**src/rtl/pwm_bank_pkg.sv**
```systemverilog
package pwm_bank_pkg;

  localparam int unsigned ADDR_PERIOD    = 0;
  localparam int unsigned ADDR_EN_LO     = 1;
  localparam int unsigned ADDR_EN_HI     = 2;
  localparam int unsigned ADDR_SYNC      = 3;
  localparam int unsigned ADDR_EDGE_BASE = 16;
  localparam int unsigned EN_BANK_BITS   = 8;

  // True while the counter lies in the channel's high window.
  function automatic logic edge_hit(input int unsigned cnt,
                                    input int unsigned rise,
                                    input int unsigned fall);
    return (cnt >= rise) && (cnt < fall);
  endfunction

  function automatic int unsigned rise_addr(input int unsigned ch);
    return ADDR_EDGE_BASE + 2 * ch;
  endfunction

  function automatic int unsigned fall_addr(input int unsigned ch);
    return ADDR_EDGE_BASE + 2 * ch + 1;
  endfunction

  function automatic int unsigned en_addr(input int unsigned ch);
    return ADDR_EN_LO + ch / EN_BANK_BITS;
  endfunction

  function automatic int unsigned en_bit(input int unsigned ch);
    return ch % EN_BANK_BITS;
  endfunction

endpackage

```
**src/rtl/pwm_timebase.sv**
```systemverilog
module pwm_timebase #(
  parameter int unsigned CW = 16,
  parameter bit PERIOD_SHADOW = 1'b0
) (
  input  logic          clk,
  input  logic          rst_n,
  input  logic          wr_period,
  input  logic [CW-1:0] wr_data,
  input  logic          commit,
  output logic [CW-1:0] cnt_o,
  output logic [CW-1:0] period_o,
  output logic          period_end_o
);

  logic [CW-1:0] cnt_q;
  logic [CW-1:0] per_live_q;

  assign period_end_o = (cnt_q >= per_live_q);
  assign cnt_o        = cnt_q;
  assign period_o     = per_live_q;

  always_ff @(posedge clk) begin
    if (!rst_n)            cnt_q <= '0;
    else if (period_end_o) cnt_q <= '0;
    else                   cnt_q <= cnt_q + 1'b1;
  end

  generate
    if (PERIOD_SHADOW) begin : g_staged
      logic [CW-1:0] per_stage_q;
      always_ff @(posedge clk) begin
        if (!rst_n) begin
          per_stage_q <= '0;
          per_live_q  <= '0;
        end else begin
          if (wr_period) per_stage_q <= wr_data;
          if (commit)    per_live_q  <= per_stage_q;
        end
      end
      // the live period moves only on a commit
      a_r10_period_hold: assert property (@(posedge clk) disable iff (!rst_n)
        !commit |=> $stable(per_live_q));
    end else begin : g_direct
      always_ff @(posedge clk) begin
        if (!rst_n)         per_live_q <= '0;
        else if (wr_period) per_live_q <= wr_data;
      end
    end
  endgenerate

  a_r1_wrap: assert property (@(posedge clk) disable iff (!rst_n)
    period_end_o |=> cnt_q == '0);
  a_r1_count: assert property (@(posedge clk) disable iff (!rst_n)
    !period_end_o |=> cnt_q == $past(cnt_q) + 1'b1);

endmodule

```
**src/rtl/pwm_sync_ctl.sv**
```systemverilog
module pwm_sync_ctl (
  input  logic clk,
  input  logic rst_n,
  input  logic req_set,
  input  logic period_end,
  output logic pending_o,
  output logic commit_o
);

  logic pending_q;

  assign pending_o = pending_q;
  assign commit_o  = pending_q & period_end;

  always_ff @(posedge clk) begin
    if (!rst_n)        pending_q <= 1'b0;
    else if (req_set)  pending_q <= 1'b1;
    else if (commit_o) pending_q <= 1'b0;
  end

  // a pending request survives until a period ends
  a_r7_wait: assert property (@(posedge clk) disable iff (!rst_n)
    pending_q && !period_end |=> pending_q);
  // the flag drops after the commit unless re-requested
  a_r8_done: assert property (@(posedge clk) disable iff (!rst_n)
    commit_o && !req_set |=> !pending_q);

endmodule

```
**src/rtl/pwm_chan.sv**
```systemverilog
module pwm_chan
  import pwm_bank_pkg::*;
#(
  parameter int unsigned CW = 16,
  parameter bit SHADOWED = 1'b0
) (
  input  logic          clk,
  input  logic          rst_n,
  input  logic          wr_rise,
  input  logic          wr_fall,
  input  logic [CW-1:0] wr_data,
  input  logic          commit,
  input  logic          en,
  input  logic [CW-1:0] cnt,
  output logic [CW-1:0] rise_o,
  output logic [CW-1:0] fall_o,
  output logic          out_o
);

  logic [CW-1:0] rise_live_q;
  logic [CW-1:0] fall_live_q;
  logic          out_q;
  logic          hit;

  assign rise_o = rise_live_q;
  assign fall_o = fall_live_q;
  assign out_o  = out_q;
  assign hit    = edge_hit(32'(cnt), 32'(rise_live_q), 32'(fall_live_q));

  generate
    if (SHADOWED) begin : g_staged
      logic [CW-1:0] rise_stage_q;
      logic [CW-1:0] fall_stage_q;
      always_ff @(posedge clk) begin
        if (!rst_n) begin
          rise_stage_q <= '0;
          fall_stage_q <= '0;
          rise_live_q  <= '0;
          fall_live_q  <= '0;
        end else begin
          if (wr_rise) rise_stage_q <= wr_data;
          if (wr_fall) fall_stage_q <= wr_data;
          if (commit) begin
            rise_live_q <= rise_stage_q;
            fall_live_q <= fall_stage_q;
          end
        end
      end
      // live edges of a staged channel move only on a commit
      a_r6_live_hold: assert property (@(posedge clk) disable iff (!rst_n)
        !commit |=> $stable(rise_live_q) && $stable(fall_live_q));
    end else begin : g_direct
      always_ff @(posedge clk) begin
        if (!rst_n) begin
          rise_live_q <= '0;
          fall_live_q <= '0;
        end else begin
          if (wr_rise) rise_live_q <= wr_data;
          if (wr_fall) fall_live_q <= wr_data;
        end
      end
    end
  endgenerate

  always_ff @(posedge clk) begin
    if (!rst_n) out_q <= 1'b0;
    else        out_q <= en & hit;
  end

  a_r3_disabled_low: assert property (@(posedge clk) disable iff (!rst_n)
    !en |=> !out_o);
  a_r3_empty_low: assert property (@(posedge clk) disable iff (!rst_n)
    (rise_live_q >= fall_live_q) |=> !out_o);

endmodule

```
**src/rtl/pwm_bank.sv**
```systemverilog
module pwm_bank
  import pwm_bank_pkg::*;
#(
  parameter int unsigned NCH = 16,
  parameter int unsigned CW  = 16,
  parameter int unsigned AW  = 6,
  parameter logic [NCH-1:0] SHADOW_MASK = '0
) (
  input  logic           clk,
  input  logic           rst_n,
  input  logic           wr_en,
  input  logic [AW-1:0]  wr_addr,
  input  logic [CW-1:0]  wr_data,
  input  logic           rd_en,
  input  logic [AW-1:0]  rd_addr,
  output logic [CW-1:0]  rd_data,
  output logic [NCH-1:0] pwm_out
);

  localparam bit PERIOD_SHADOW = |SHADOW_MASK;

  logic [CW-1:0]  cnt;
  logic [CW-1:0]  period_live;
  logic           period_end;
  logic           pending;
  logic           commit;
  logic           wr_period;
  logic           sync_set;
  logic [NCH-1:0] en_q;
  logic [CW-1:0]  rise_live [NCH];
  logic [CW-1:0]  fall_live [NCH];
  logic [CW-1:0]  rd_mux;
  logic [CW-1:0]  rd_data_q;

  assign wr_period = wr_en && (wr_addr == AW'(ADDR_PERIOD));
  assign sync_set  = wr_en && (wr_addr == AW'(ADDR_SYNC)) && wr_data[0];

  pwm_timebase #(.CW(CW), .PERIOD_SHADOW(PERIOD_SHADOW)) u_timebase (
    .clk          (clk),
    .rst_n        (rst_n),
    .wr_period    (wr_period),
    .wr_data      (wr_data),
    .commit       (commit),
    .cnt_o        (cnt),
    .period_o     (period_live),
    .period_end_o (period_end)
  );

  pwm_sync_ctl u_sync (
    .clk        (clk),
    .rst_n      (rst_n),
    .req_set    (sync_set),
    .period_end (period_end),
    .pending_o  (pending),
    .commit_o   (commit)
  );

  generate
    for (genvar i = 0; i < NCH; i++) begin : g_ch
      localparam int unsigned EA = en_addr(i);
      localparam int unsigned EB = en_bit(i);
      logic wr_rise;
      logic wr_fall;

      assign wr_rise = wr_en && (wr_addr == AW'(rise_addr(i)));
      assign wr_fall = wr_en && (wr_addr == AW'(fall_addr(i)));

      always_ff @(posedge clk) begin
        if (!rst_n)                                en_q[i] <= 1'b0;
        else if (wr_en && (wr_addr == AW'(EA)))    en_q[i] <= wr_data[EB];
      end

      pwm_chan #(.CW(CW), .SHADOWED(SHADOW_MASK[i])) u_chan (
        .clk     (clk),
        .rst_n   (rst_n),
        .wr_rise (wr_rise),
        .wr_fall (wr_fall),
        .wr_data (wr_data),
        .commit  (commit),
        .en      (en_q[i]),
        .cnt     (cnt),
        .rise_o  (rise_live[i]),
        .fall_o  (fall_live[i]),
        .out_o   (pwm_out[i])
      );
    end
  endgenerate

  // Readback always shows live values.
  always_comb begin
    rd_mux = '0;
    if (rd_addr == AW'(ADDR_PERIOD)) rd_mux = period_live;
    if (rd_addr == AW'(ADDR_SYNC))   rd_mux = CW'(pending);
    for (int i = 0; i < NCH; i++) begin
      if (rd_addr == AW'(en_addr(i)))   rd_mux[en_bit(i)] = en_q[i];
      if (rd_addr == AW'(rise_addr(i))) rd_mux = rise_live[i];
      if (rd_addr == AW'(fall_addr(i))) rd_mux = fall_live[i];
    end
  end

  always_ff @(posedge clk) begin
    if (!rst_n)     rd_data_q <= '0;
    else if (rd_en) rd_data_q <= rd_mux;
  end

  assign rd_data = rd_data_q;

  // a cleared enable forces the output low on the following edge
  a_r4_enable_off: assert property (@(posedge clk) disable iff (!rst_n)
    $fell(en_q[0]) |=> !pwm_out[0]);
  // no commit happens without a pending request
  a_r7_commit_needs_req: assert property (@(posedge clk) disable iff (!rst_n)
    !pending |-> !commit);

endmodule

```
**config.mk**
```make
export PLATFORM = sky130hd
export DESIGN_NAME = pwm_bank
export DESIGN_NICKNAME = d
export VERILOG_FILES = /design/src/rtl/pwm_bank_pkg.sv /design/src/rtl/pwm_timebase.sv /design/src/rtl/pwm_sync_ctl.sv /design/src/rtl/pwm_chan.sv /design/src/rtl/pwm_bank.sv
export SDC_FILE = /design/constraint.sdc
export NUM_CORES = 2
export LEC_CHECK = 0
export BUFFER_PORTS_ARGS = -buffer_cell sky130_fd_sc_hd__buf_2
export CELL_PAD_IN_SITES_DETAIL_PLACEMENT = 1
export CELL_PAD_IN_SITES_GLOBAL_PLACEMENT = 2
export CORE_AREA = 2 2 276 387
export CTS_BUF_LIST = sky130_fd_sc_hd__clkbuf_16
export DETAILED_ROUTE_END_ITERATION = 16
export DIE_AREA = 0 0 278 389
export PLACE_DENSITY_LB_ADDON = 0.1
export SLEW_MARGIN = 15
export SYNTH_ARGS = -nofsm -noshare
export SYNTH_HDL_FRONTEND = slang
export SYNTH_SLANG_ARGS = --single-unit
```
**constraint.sdc**
```tcl
create_clock -name clk -period 3.3 [get_ports clk]
set_input_delay 0.165 -clock clk [delete_from_list [all_inputs] [get_ports clk]]
set_output_delay 0.165 -clock clk [all_outputs]
set_load 0.005 [all_outputs]
```
==> out/qor.yml <==
clock_network:
  clk_pin_slew_worst_paths_ns: 0.07
  clk_latency_ns: 0.67
  cts-root-buf: "clkbuf_16"
  cts_resized: 0
  ctsHtreeMaxLevel: 3
  clk_path_buf_depth: 3
  cts_buffers: 71
  cts_tree: "yes"
  clock-sinks: 593
  post-cts-setup-buffers: 0
  cts_hold_buf: 3
sta:
  fin_skew_ns: 0.02242
  setup_tns_ns: 0
  finalCritPeriodShare: 0.8325
  setup_viol: 0
  fmax_ghz: 0.3640
  rsz0062_at_grt: "false"
  finalHoldViolCount: 0
  worst_slew_pin_slew_ns: 1.075
  finalMaxSlewViolations: 0
  relSlewSlack: 0.2835
  period_needed_ns: 2.747
detailed_routing:
  wirelength_mm: 217.0
  drt-wirelength-per-cell_um: 32.65
  antenna_left: 0
  drt_iter0_markers: 3133
  drc: 0
  firstDrtPassIters: 5
  vias: 39893
  vias_per_cell: 6.002
place:
  dpl_cell_area_um2: 43230
  dp_hpwl_mm: 160.2
  gp_congestion: 1.026
  port_buffers: 63
synth:
  synth_warnings: 0
  synthArstFlopShare: 0
  netlist_instances: 5203
  syn_area_per_cell_um2: 7.782
  synth_area_um2: 40490
  syn_nets: 5748
  synth_top_area_frac: 0.2932
  yosysSeqAreaShare: 0.2932
  synth_ff_type: "dfxtp_1"
  synth_cell_types: 91
  ys_seq_elements: 593
  ys_top_cells_by_area: "dfxtp_1 29%, ha_1 16%, nand2_1 10%"
  synth.largest_area_cell: "dfxtp_1"
  synth-edff-count: 0
floorplanning:
  initial_core_util: 0.3857
  die_area_um2: 108100
  num_rows: 141
  num_io_pins: 64
  die_w_um: 278
  core-area_um2: 105000
  die_y_um: 389
setup_path:
  regToRegStartpoint: "u_timebase.cnt_o[11]"
  required_ns: 3.80
  crit_arrival_ns: 3.25
  end_kind: "register"
  r2r_cells: 7
  critPathLaunch: "u_timebase.cnt_o[11]"
  cp_max_fo: 10
  cp-start-kind: "register"
  crit_type: "reg2reg"
  reg2reg_to: "g_ch[3].u_chan.out_o"
  r2r_slack_ns: 0.55
final_layout:
  num-fill-cells: 12743
  drive_gt1_frac: 0.08945
  nets: 5786
  areaGrowthSynthToFinish_pct: 12.27
  design_area_um2: 45460
grt:
  grt_overflow_total: 0
  grt_start_max_net_pins: 124
  grt_pass1_vias: 40271
  antenna_found_initial: 12
  grt_pass1_wl_mm: 304.4
  grtUsageTotal: 0.3952
power_and_ir_drop:
  peakVddDrop_mv: 0.3680
  p_leak_nw: 16.60
  powerDensity_nw_per_um2: 366.8
hold_path:
  hold_end: "g_ch[9].u_chan.fall_o[0]"
  whs_path_depth: 3
  hold_class: "in2reg"
  min-delay-start: "wr_data[0]"
outcome:
  status: "completed"
run:
  max-cap-violations: 0
cell type report:
cell class,instances,area [µm²],area share
multi-input combinational,3758,25260,0.5556
sequential,593,11890,0.2616
timing repair buffer,304,2492,0.05483
inverter,513,1926,0.04236
clock buffer,73,1827,0.04018
tap,1358,1699,0.03738
clock inverter,47,366.6,0.008065
antenna,1,2.502,0.00005505
how the worst max path moves through the flow:
stage                      endpoint  slack [ns]  cells past startpoint
2_1_floorplan  u_timebase.cnt_o[10]        0.61                     12
3_3_place_gp             rd_data[4]        0.40                     10
3_5_place_dp             rd_data[4]        0.28                      9
4_1_cts        g_ch[3].u_chan.out_o        0.55                      7
5_1_grt        g_ch[8].u_chan.out_o        0.45                     11
6_report       g_ch[3].u_chan.out_o        0.55                      7
cells by family after synthesis:
group           count (synthesis)  share of synthesized area
fa+ha+maj                     513                     0.1585
buf+inv                       852                    0.08488
compound gates               1432                     0.2420
simple gates                 1650                     0.1785
xor+xnor                       14                   0.003028
mux                           149                    0.03986
flops                         593                     0.2932
layout by cell type (no fill, tap or decap), types with 93 or more instances in the layout:
master	count
nor2_1	155
nor2b_1	121
dfxtp_1	578
inv_1	527
nand2_1	1090
a21boi_0	456
ha_1	513
buf_4	221
a21oi_1	241
o21ai_0	208
mux2i_1	132
a21o_1	93
critical path, cell delays in order, from the launching register on:
cell       delay, ns
dfxtp_2         0.69
buf_4           0.41
ha_1            0.30
nor2b_1         0.13
o21ai_0         0.15
a21oi_1         0.09
a2111oi_0       0.58
nor3_1          0.19
sequential cells by signal, summed over array words and instances, names as in the netlist:
register / cells
u_timebase.cnt_o: 16
u_timebase.period_o: 16
g_ch.u_chan.rise_o: 256
u_sync.pending_o: 1
g_ch.u_chan.out_o: 16
en_q: 16
g_ch.u_chan.fall_o: 256
rd_data: 16
routing by layer:
| metal | track usage | part of all wire |
|---|---|---|
| met1 | 0.4440 | 0.39 |
| met2 | 0.6821 | 0.48 |
| met3 | 0.05301 | 0.049 |
| met5 | 0 | 0.00035 |
| met4 | 0.2932 | 0.085 |
Yosys cell counts (all sizes together), types with 93 or more instances:
library cell / count
nand2: 1093
dfxtp: 593
ha: 513
inv: 512
a21boi: 469
a21oi: 241
clkbuf: 225
o21ai: 223
nor2: 163
mux2i: 132
nor2b: 125
buf: 114
a21o: 93
power breakdown:
part | leakage [nW] | internal, mW | switching [mW]
combinational | 10.7 | 0.419 | 1.07
sequential | 4.79 | 7.20 | 0.0560
clock | 1.13 | 4.39 | 3.54
through the flow:
stage               hold slack (ns)  cells  setup slack (ns)  power [mW]  utilization
finish                       0.1071   6647            0.5529       16.67       0.4331
global route                 0.1221   6646            0.4519       17.05       0.4330
CTS                         0.05868   6646            0.5485       16.76       0.4330
detailed placement           0.4532   6523            0.2841       8.848       0.4119
global placement             0.4426   6523            0.3960       8.839       0.4119
floorplan                    0.4239   5203            0.6051       8.123            -
Power figures use the tool's default switching activity.
